--- src/rtl/spiwin_pkg.sv ---
package spiwin_pkg;
  typedef enum logic {
    PK_IDLE = 1'b0,
    PK_SEND = 1'b1
  } pk_state_t;
endpackage

--- src/rtl/spiwin_shifter.sv ---
module spiwin_shifter #(
  parameter int BYTE_W    = 8,
  parameter int SCLK_HALF = 4
) (
  input  logic              clk,
  input  logic              rst_n,
  input  logic              byte_valid,
  input  logic [BYTE_W-1:0] byte_data,
  output logic              byte_ready,
  output logic              sclk,
  output logic              mosi
);
  localparam int DIV_W = (SCLK_HALF < 2) ? 1 : $clog2(SCLK_HALF);
  localparam int BIT_W = (BYTE_W < 2) ? 1 : $clog2(BYTE_W);

  logic              busy_q, busy_d;
  logic              sclk_q, sclk_d;
  logic [BYTE_W-1:0] sh_q, sh_d;
  logic [BIT_W-1:0]  bit_q, bit_d;
  logic [DIV_W-1:0]  div_q, div_d;

  always_comb begin
    busy_d = busy_q;
    sclk_d = sclk_q;
    sh_d   = sh_q;
    bit_d  = bit_q;
    div_d  = div_q;
    if (!busy_q) begin
      if (byte_valid) begin
        busy_d = 1'b1;
        sh_d   = byte_data;
        bit_d  = '0;
        div_d  = '0;
        sclk_d = 1'b0;
      end
    end else if (div_q == DIV_W'(SCLK_HALF - 1)) begin
      div_d = '0;
      if (!sclk_q) begin
        sclk_d = 1'b1;
      end else begin
        sclk_d = 1'b0;
        if (bit_q == BIT_W'(BYTE_W - 1)) begin
          busy_d = 1'b0;
        end else begin
          sh_d  = {sh_q[BYTE_W-2:0], 1'b0};
          bit_d = bit_q + 1'b1;
        end
      end
    end else begin
      div_d = div_q + 1'b1;
    end
  end

  always_ff @(posedge clk or negedge rst_n) begin
    if (!rst_n) begin
      busy_q <= 1'b0;
      sclk_q <= 1'b0;
      sh_q   <= '0;
      bit_q  <= '0;
      div_q  <= '0;
    end else begin
      busy_q <= busy_d;
      sclk_q <= sclk_d;
      sh_q   <= sh_d;
      bit_q  <= bit_d;
      div_q  <= div_d;
    end
  end

  assign byte_ready = !busy_q;
  assign sclk       = sclk_q;
  assign mosi       = sh_q[BYTE_W-1];

  AST_MOSI_STABLE_HIGH: assert property (@(posedge clk) disable iff (!rst_n)
    (sclk_q && $past(sclk_q)) |-> $stable(mosi));
endmodule

--- src/rtl/spiwin_packer.sv ---
module spiwin_packer
  import spiwin_pkg::*;
#(
  parameter int DATA_W = 32,
  parameter int BYTE_W = 8
) (
  input  logic              clk,
  input  logic              rst_n,
  input  logic              win_wr,
  input  logic              win_word,
  input  logic [DATA_W-1:0] win_data,
  input  logic              grant,
  output logic              start,
  output logic              idle,
  output logic              win_ready,
  output logic              byte_valid,
  output logic [BYTE_W-1:0] byte_data,
  input  logic              byte_ready
);
  localparam int NBYTES = DATA_W / BYTE_W;
  localparam int CNT_W  = $clog2(NBYTES + 1);

  pk_state_t         st_q, st_d;
  logic [DATA_W-1:0] stage_q, stage_d;
  logic [CNT_W-1:0]  left_q, left_d;
  logic              last_hand;

  assign start     = (st_q == PK_IDLE) && win_wr && grant;
  assign idle      = (st_q == PK_IDLE);
  assign last_hand = (st_q == PK_SEND) && byte_ready && (left_q == CNT_W'(1));

  always_comb begin
    st_d    = st_q;
    stage_d = stage_q;
    left_d  = left_q;
    if (start) begin
      st_d    = PK_SEND;
      stage_d = win_data;
      left_d  = win_word ? CNT_W'(NBYTES) : CNT_W'(1);
    end else if ((st_q == PK_SEND) && byte_ready) begin
      stage_d = {BYTE_W'(0), stage_q[DATA_W-1:BYTE_W]};
      left_d  = left_q - 1'b1;
      if (last_hand) st_d = PK_IDLE;
    end
  end

  always_ff @(posedge clk or negedge rst_n) begin
    if (!rst_n) begin
      st_q    <= PK_IDLE;
      stage_q <= '0;
      left_q  <= '0;
    end else begin
      st_q    <= st_d;
      stage_q <= stage_d;
      left_q  <= left_d;
    end
  end

  assign byte_valid = (st_q == PK_SEND);
  assign byte_data  = stage_q[BYTE_W-1:0];
  assign win_ready  = last_hand;

  AST_BYTE_HELD: assert property (@(posedge clk) disable iff (!rst_n)
    (byte_valid && !byte_ready) |=> (byte_valid && $stable(byte_data)));
  AST_READY_PULSE: assert property (@(posedge clk) disable iff (!rst_n)
    win_ready |=> !win_ready);
endmodule

--- src/rtl/spiwin_cs_ctrl.sv ---
module spiwin_cs_ctrl #(
  parameter int NUM_CS = 8,
  parameter int CS_W   = (NUM_CS < 2) ? 1 : $clog2(NUM_CS)
) (
  input  logic              clk,
  input  logic              rst_n,
  input  logic              cfg_wr,
  input  logic              cfg_release,
  input  logic              win_wr,
  input  logic [CS_W-1:0]   win_cs,
  input  logic              start,
  input  logic              pk_idle,
  input  logic              sh_idle,
  output logic              grant,
  output logic [NUM_CS-1:0] spi_cs_n
);
  logic            rel_q, rel_d;
  logic            on_q, on_d;
  logic [CS_W-1:0] act_q, act_d;
  logic            drop;

  assign grant = !on_q || (!rel_q && (win_cs == act_q));
  assign drop  = on_q && pk_idle && sh_idle &&
                 (rel_q || (win_wr && (win_cs != act_q)));

  always_comb begin
    rel_d = cfg_wr ? cfg_release : rel_q;
    on_d  = on_q;
    act_d = act_q;
    if (start) begin
      on_d  = 1'b1;
      act_d = win_cs;
    end else if (drop) begin
      on_d = 1'b0;
    end
  end

  always_ff @(posedge clk or negedge rst_n) begin
    if (!rst_n) begin
      rel_q <= 1'b1;
      on_q  <= 1'b0;
      act_q <= '0;
    end else begin
      rel_q <= rel_d;
      on_q  <= on_d;
      act_q <= act_d;
    end
  end

  for (genvar g = 0; g < NUM_CS; g++) begin : g_csn
    assign spi_cs_n[g] = !(on_q && (act_q == CS_W'(g)));
  end

  AST_CS_ONEHOT: assert property (@(posedge clk) disable iff (!rst_n)
    $onehot0(~spi_cs_n));
  AST_NO_DROP_MID_BYTE: assert property (@(posedge clk) disable iff (!rst_n)
    (on_q && !sh_idle) |=> on_q);
  AST_RELEASE_BLOCKS: assert property (@(posedge clk) disable iff (!rst_n)
    (rel_q && on_q) |-> !start);
endmodule

--- src/rtl/spiwin_bridge.sv ---
module spiwin_bridge #(
  parameter int NUM_CS    = 8,
  parameter int SCLK_HALF = 4,
  parameter int DATA_W    = 32,
  parameter int BYTE_W    = 8,
  parameter int CS_W      = (NUM_CS < 2) ? 1 : $clog2(NUM_CS)
) (
  input  logic              clk,
  input  logic              rst_n,
  input  logic              cfg_wr,
  input  logic              cfg_release,
  input  logic              win_wr,
  input  logic [CS_W-1:0]   win_cs,
  input  logic              win_word,
  input  logic [DATA_W-1:0] win_data,
  output logic              win_ready,
  output logic              spi_sclk,
  output logic              spi_mosi,
  output logic [NUM_CS-1:0] spi_cs_n
);
  logic              rst_meta, rst_s;
  logic              grant, start, pk_idle;
  logic              byte_valid, byte_ready;
  logic [BYTE_W-1:0] byte_data;

  always_ff @(posedge clk or negedge rst_n) begin
    if (!rst_n) begin
      rst_meta <= 1'b0;
      rst_s    <= 1'b0;
    end else begin
      rst_meta <= 1'b1;
      rst_s    <= rst_meta;
    end
  end

  spiwin_packer #(.DATA_W(DATA_W), .BYTE_W(BYTE_W)) u_packer (
    .clk        (clk),
    .rst_n      (rst_s),
    .win_wr     (win_wr),
    .win_word   (win_word),
    .win_data   (win_data),
    .grant      (grant),
    .start      (start),
    .idle       (pk_idle),
    .win_ready  (win_ready),
    .byte_valid (byte_valid),
    .byte_data  (byte_data),
    .byte_ready (byte_ready)
  );

  spiwin_shifter #(.BYTE_W(BYTE_W), .SCLK_HALF(SCLK_HALF)) u_shifter (
    .clk        (clk),
    .rst_n      (rst_s),
    .byte_valid (byte_valid),
    .byte_data  (byte_data),
    .byte_ready (byte_ready),
    .sclk       (spi_sclk),
    .mosi       (spi_mosi)
  );

  spiwin_cs_ctrl #(.NUM_CS(NUM_CS), .CS_W(CS_W)) u_cs (
    .clk         (clk),
    .rst_n       (rst_s),
    .cfg_wr      (cfg_wr),
    .cfg_release (cfg_release),
    .win_wr      (win_wr),
    .win_cs      (win_cs),
    .start       (start),
    .pk_idle     (pk_idle),
    .sh_idle     (byte_ready),
    .grant       (grant),
    .spi_cs_n    (spi_cs_n)
  );

  AST_SCLK_NEEDS_CS: assert property (@(posedge clk) disable iff (!rst_s)
    spi_sclk |-> !(&spi_cs_n));
endmodule

--- config.mk ---
export PLATFORM = sky130hd
export DESIGN_NAME = spiwin_bridge
export DESIGN_NICKNAME = d
export VERILOG_FILES = /design/src/rtl/spiwin_pkg.sv /design/src/rtl/spiwin_shifter.sv /design/src/rtl/spiwin_packer.sv /design/src/rtl/spiwin_cs_ctrl.sv /design/src/rtl/spiwin_bridge.sv
export SDC_FILE = /design/constraint.sdc
export NUM_CORES = 1
export LEC_CHECK = 0
export BUFFER_PORTS_ARGS = -buffer_cell sky130_fd_sc_hd__buf_4
export CAP_MARGIN = 40
export CORE_AREA = 2 2 100 121
export DETAILED_ROUTE_END_ITERATION = 12
export DIE_AREA = 0 0 102 123
export SLEW_MARGIN = 20
export SYNTH_ARGS = -nofsm -noshare
export SYNTH_HDL_FRONTEND = slang
export SYNTH_SLANG_ARGS = --single-unit
--- constraint.sdc ---
create_clock -name clk -period 3.29 [get_ports clk]
set_input_delay 0.658 -clock clk [delete_from_list [all_inputs] [get_ports clk]]
set_output_delay 0.658 -clock clk [all_outputs]
set_load 0.005 [all_outputs]
==> results_tabular.tex <==
\begin{tabular}{lr}
\hline
Metric & Value \\
\hline
\multicolumn{2}{l}{\textbf{Floorplan}} \\
Horizontal die dimension & 102 microns \\
FP Rows & 43 \\
I/O Pins & 52 \\
Area of the core & about 0.011 sq mm \\
DIE AREA & 0.0125 sq mm \\
DIE HEIGHT & 123 microns \\
Effective utilization at floorplan & 24.5\% \\
\multicolumn{2}{l}{\textbf{Worst setup path}} \\
Worst setup path class & register to output pin \\
Worst EP arrival & around 2000 ps \\
Register-to-Register Path Depth & 4 \\
Nature of the critical path endpoint & output pin \\
Timing startpoint of the critical path & u\_shifter.busy\_q\$\_DFF\_PN0\_ \\
Internal reg-to-reg setup slack & between 1000 and 1500 ps \\
Critical path's top delay family & simple AND/OR/NAND/NOR gates \\
Critical path endpoint & win\_ready \\
CP Max Fanout & 16 \\
Crit path depth & 3 \\
Type of origin of the critical path & register \\
RR Startpoint & u\_packer.byte\_valid\$\_DFFE\_PN0P\_ \\
Crit-path max cell delay & between 600 and 700 ps \\
Cell type of the slowest stage on the worst timing path & dfrtp\_1 \\
Endpoint of the worst register-to-register path & u\_packer.stage\_q[20]\$\_DFFE\_PN0P\_ \\
Ordered cell list for the critical path & or2b\_1 -> nor3b\_1 -> buf\_4 \\
Critical path data required time & 2630 ps \\
Worst path bufs/invs & 1 \\
\multicolumn{2}{l}{\textbf{Timing}} \\
Number of pins exceeding their max-slew limit in the final report & 0 \\
Worst Clk Skew & 6.04 ps \\
Final Hold Viols & 0 \\
Final setup violation count & 0 \\
Final Cycle Share & about four fifths \\
RSZ-0062 raised after global routing & no \\
Peak Freq & around 0.38 GHz \\
Final total negative setup slack & 0 ps \\
Headroom to the max-slew limit & a little over half \\
Clock period minus worst slack & 2660 ps \\
Final worst setup slack & 627 ps \\
Minimum hold slack & 78.5 ps \\
Worst slew pin tran & about 690 ps \\
\multicolumn{2}{l}{\textbf{CTS}} \\
Post-CTS setup repair buffer count & 0 \\
Level count of the clock H-tree & 3 \\
Clk pin slew, worst setup/hold paths & 50 ps \\
Number of buffers added by the clock tree synthesis step & 9 \\
CTS tree & yes \\
Maximum buffer depth of the clock tree & 2 \\
Hold buffer count at CTS & 0 \\
Clock insertion delay at the later pin of the skew report & 320 ps \\
CTS resizes & 0 \\
Sinks on the clock net & 58 \\
Buffer type at the clock tree root & clkbuf\_16 \\
\multicolumn{2}{l}{\textbf{Routing}} \\
Post-detailed-route via-to-cell ratio & 4.19 \\
Drt wl/cell & roughly 13 microns \\
First-iteration detailed-routing DRC count & 113 \\
Remaining routing DRC violations & 0 \\
Post-detailed-routing wire length & about 6200 microns \\
Antenna viol nets, final & 0 \\
First drt pass iteration count & 4 \\
Via total after detailed routing & a little over 2000 \\
\multicolumn{2}{l}{\textbf{Place}} \\
Routability-driven placement congestion ratio & 0.759 \\
Count of port buffers added during placement & 51 \\
Worst-case setup slack after placement & 858 ps \\
Detailed placement HPWL & 4490 microns \\
Post-placement cell count & 465 \\
\multicolumn{2}{l}{\textbf{Synth}} \\
Unique cell type count in the Yosys netlist & 37 \\
\#FFs+latches synth & between 50 and 60 \\
Number of synthesis warnings & 0 \\
Most used flip-flop cell after synthesis & dfrtp\_1 \\
Biggest area consumer among synthesized cells & dfrtp\_1 \\
Share of flip-flops with an asynchronous set or reset & 100\% \\
Syn Nets & 311 \\
Post-Synthesis Cell Area & between 0.002 and 0.003 sq mm \\
Share of synthesized area occupied by flip-flops and latches & between 50\% and 60\% \\
Post-synthesis instance total & 265 \\
Post-synthesis area per instance & 10.6 sq um \\
Share of the synthesized area in the top cell type & approximately half \\
Count of flip-flops with a built-in enable after synthesis & 0 \\
Top post-synthesis cells by area & dfrtp\_1 51\%, nand2\_1 8.6\%, mux2\_2 5.6\% \\
\multicolumn{2}{l}{\textbf{Final layout}} \\
Relative area change from synthesis to final layout & 30.4\% \\
Post-layout instance count excluding filler cells & 482 \\
Ratio of cells with drive above 1 in the final layout & 31.1\% \\
Total inserted antenna cells & 0 \\
Number of nets in the layout & 366 \\
\multicolumn{2}{l}{\textbf{Min path}} \\
Type of the worst min-delay path & register to async pin \\
\multicolumn{2}{l}{\textbf{Power and ir drop}} \\
Ratio of total power to cell area & 832 mW/mm\^{}2 \\
Post-layout power & 3030 uW \\
Leakage component of the power & 0.00174 uW \\
Peak supply drop & 0.467 mV \\
\multicolumn{2}{l}{\textbf{GRT}} \\
Number of antenna violations at the first check in global routing & 0 \\
Pin count of the biggest net entering global routing & 38 \\
Global-route wire length before repair & 10400 microns \\
Remaining Overflow, GRT & 0 \\
Global-route total usage across every layer & 10.9\% \\
Via count of the first global-routing pass & about 2000 \\
\multicolumn{2}{l}{\textbf{Run status}} \\
Status & finished clean \\
\multicolumn{2}{l}{\textbf{Run}} \\
Number of max-capacitance violations reported & 0 \\
\hline
\end{tabular}
==> where the power goes <==
part | internal [uW] | switching, uW | leakage [uW]
logic | 519 | 403 | 0.000919
registers | 1050 | 221 | 0.000687
clock network | 549 | 296 | 0.000133
total | 2110 | 920 | 0.00174
==> synthesized netlist by cell type, drive strengths merged, types with 4 or more instances <==
| cell type | number |
|---|---|
| nand3 | 5 |
| mux2 | 22 |
| a21oi | 8 |
| inv | 4 |
| nor2b | 4 |
| and2 | 8 |
| clkbuf | 9 |
| nand2 | 64 |
| nor2 | 14 |
| xor2 | 4 |
| buf | 4 |
| mux2i | 8 |
| a221o | 8 |
| dfrtp | 57 |
| ha | 5 |
| o21ai | 20 |
==> cell usage in the layout, fill, tap and decap left out, types with 4 or more instances in the layout <==
cell	Yosys	layout
a21oi_1	7	7
mux2_4	8	8
nand2_1	64	64
and2_1	8	8
nor2_1	13	13
nand3_1	5	5
xor2_1	4	4
clkbuf_16	0	9
a221o_1	8	8
inv_1	4	4
o21ai_0	19	19
dfrtp_1	57	56
mux2_2	14	14
mux2i_1	8	8
buf_4	2	56
ha_1	5	5
==> per-layer routing <==
metal / global-route usage [%] / wire (microns)
met5: 0 / 0
met4: 4.00 / 54
met3: 3.00 / 201
met2: 16.5 / 3000
met1: 14.8 / 2930
==> area by class of cell <==
class / count / area, sq um
Inverter: 4 / 15.0
Clock inverter: 2 / 12.5
Multi-Input combinational cell: 190 / 1270
Sequential cell: 58 / 1450
Timing Repair Buffer: 57 / 440
Fill cell: 1183 / 7760
Clock buffer: 14 / 264
Tap cell: 157 / 196
==> state kept, by name (all words and copies together), names as in the netlist <==
register             cells
rst_meta                 1
rst_s                    1
u_cs.act_q               3
u_cs.on_q                1
u_cs.rel_q               1
u_packer.byte_valid      1
u_packer.left_q          3
u_packer.stage_q        32
u_shifter.bit_q          3
u_shifter.busy_q         1
u_shifter.div_q          2
u_shifter.sclk           1
u_shifter.sh_q           8
==> per-stage QoR <==
step,util [%],cell area [sq um]
after floorplan,-,2800
after global placement,29.3,3340
after detailed placement,29.4,3350
after CTS,31.8,3630
after global routing,32.0,3650
final,32.0,3650
==> logic make-up (layout without fill, tap and decap cells) <==
group	Yosys count	count (layout)	synth area share (%)
and+or+nand+nor	104	104	17.5
DFF	58	58	51.9
AOI/OAI and AO/OA	44	44	10.6
muxes	30	30	12.8
buffers and inverters	17	77	2.95
xor gates and xnor gates	6	6	1.88
adders and majority gates	5	5	2.24
other	1	1	0.134
==> worst min-delay path by stage <==
stage | from | endpoint | slack (ps) | cells after the start
3_3_place_gp | rst_meta$_DFF_PN0_ | rst_s$_DFF_PN0_ | 340 | 0
3_5_place_dp | rst_meta$_DFF_PN0_ | rst_s$_DFF_PN0_ | 330 | 0
2_1_floorplan | rst_meta$_DFF_PN0_ | rst_s$_DFF_PN0_ | 330 | 0
5_1_grt | rst_s$_DFF_PN0_ | u_packer.stage_q[14]$_DFFE_PN0P_ | 90 | 0
6_report | rst_s$_DFF_PN0_ | u_packer.stage_q[14]$_DFFE_PN0P_ | 80 | 0
4_1_cts | rst_n | rst_meta$_DFF_PN0_ | 100 | 1
(Power assumes the default switching activity.)
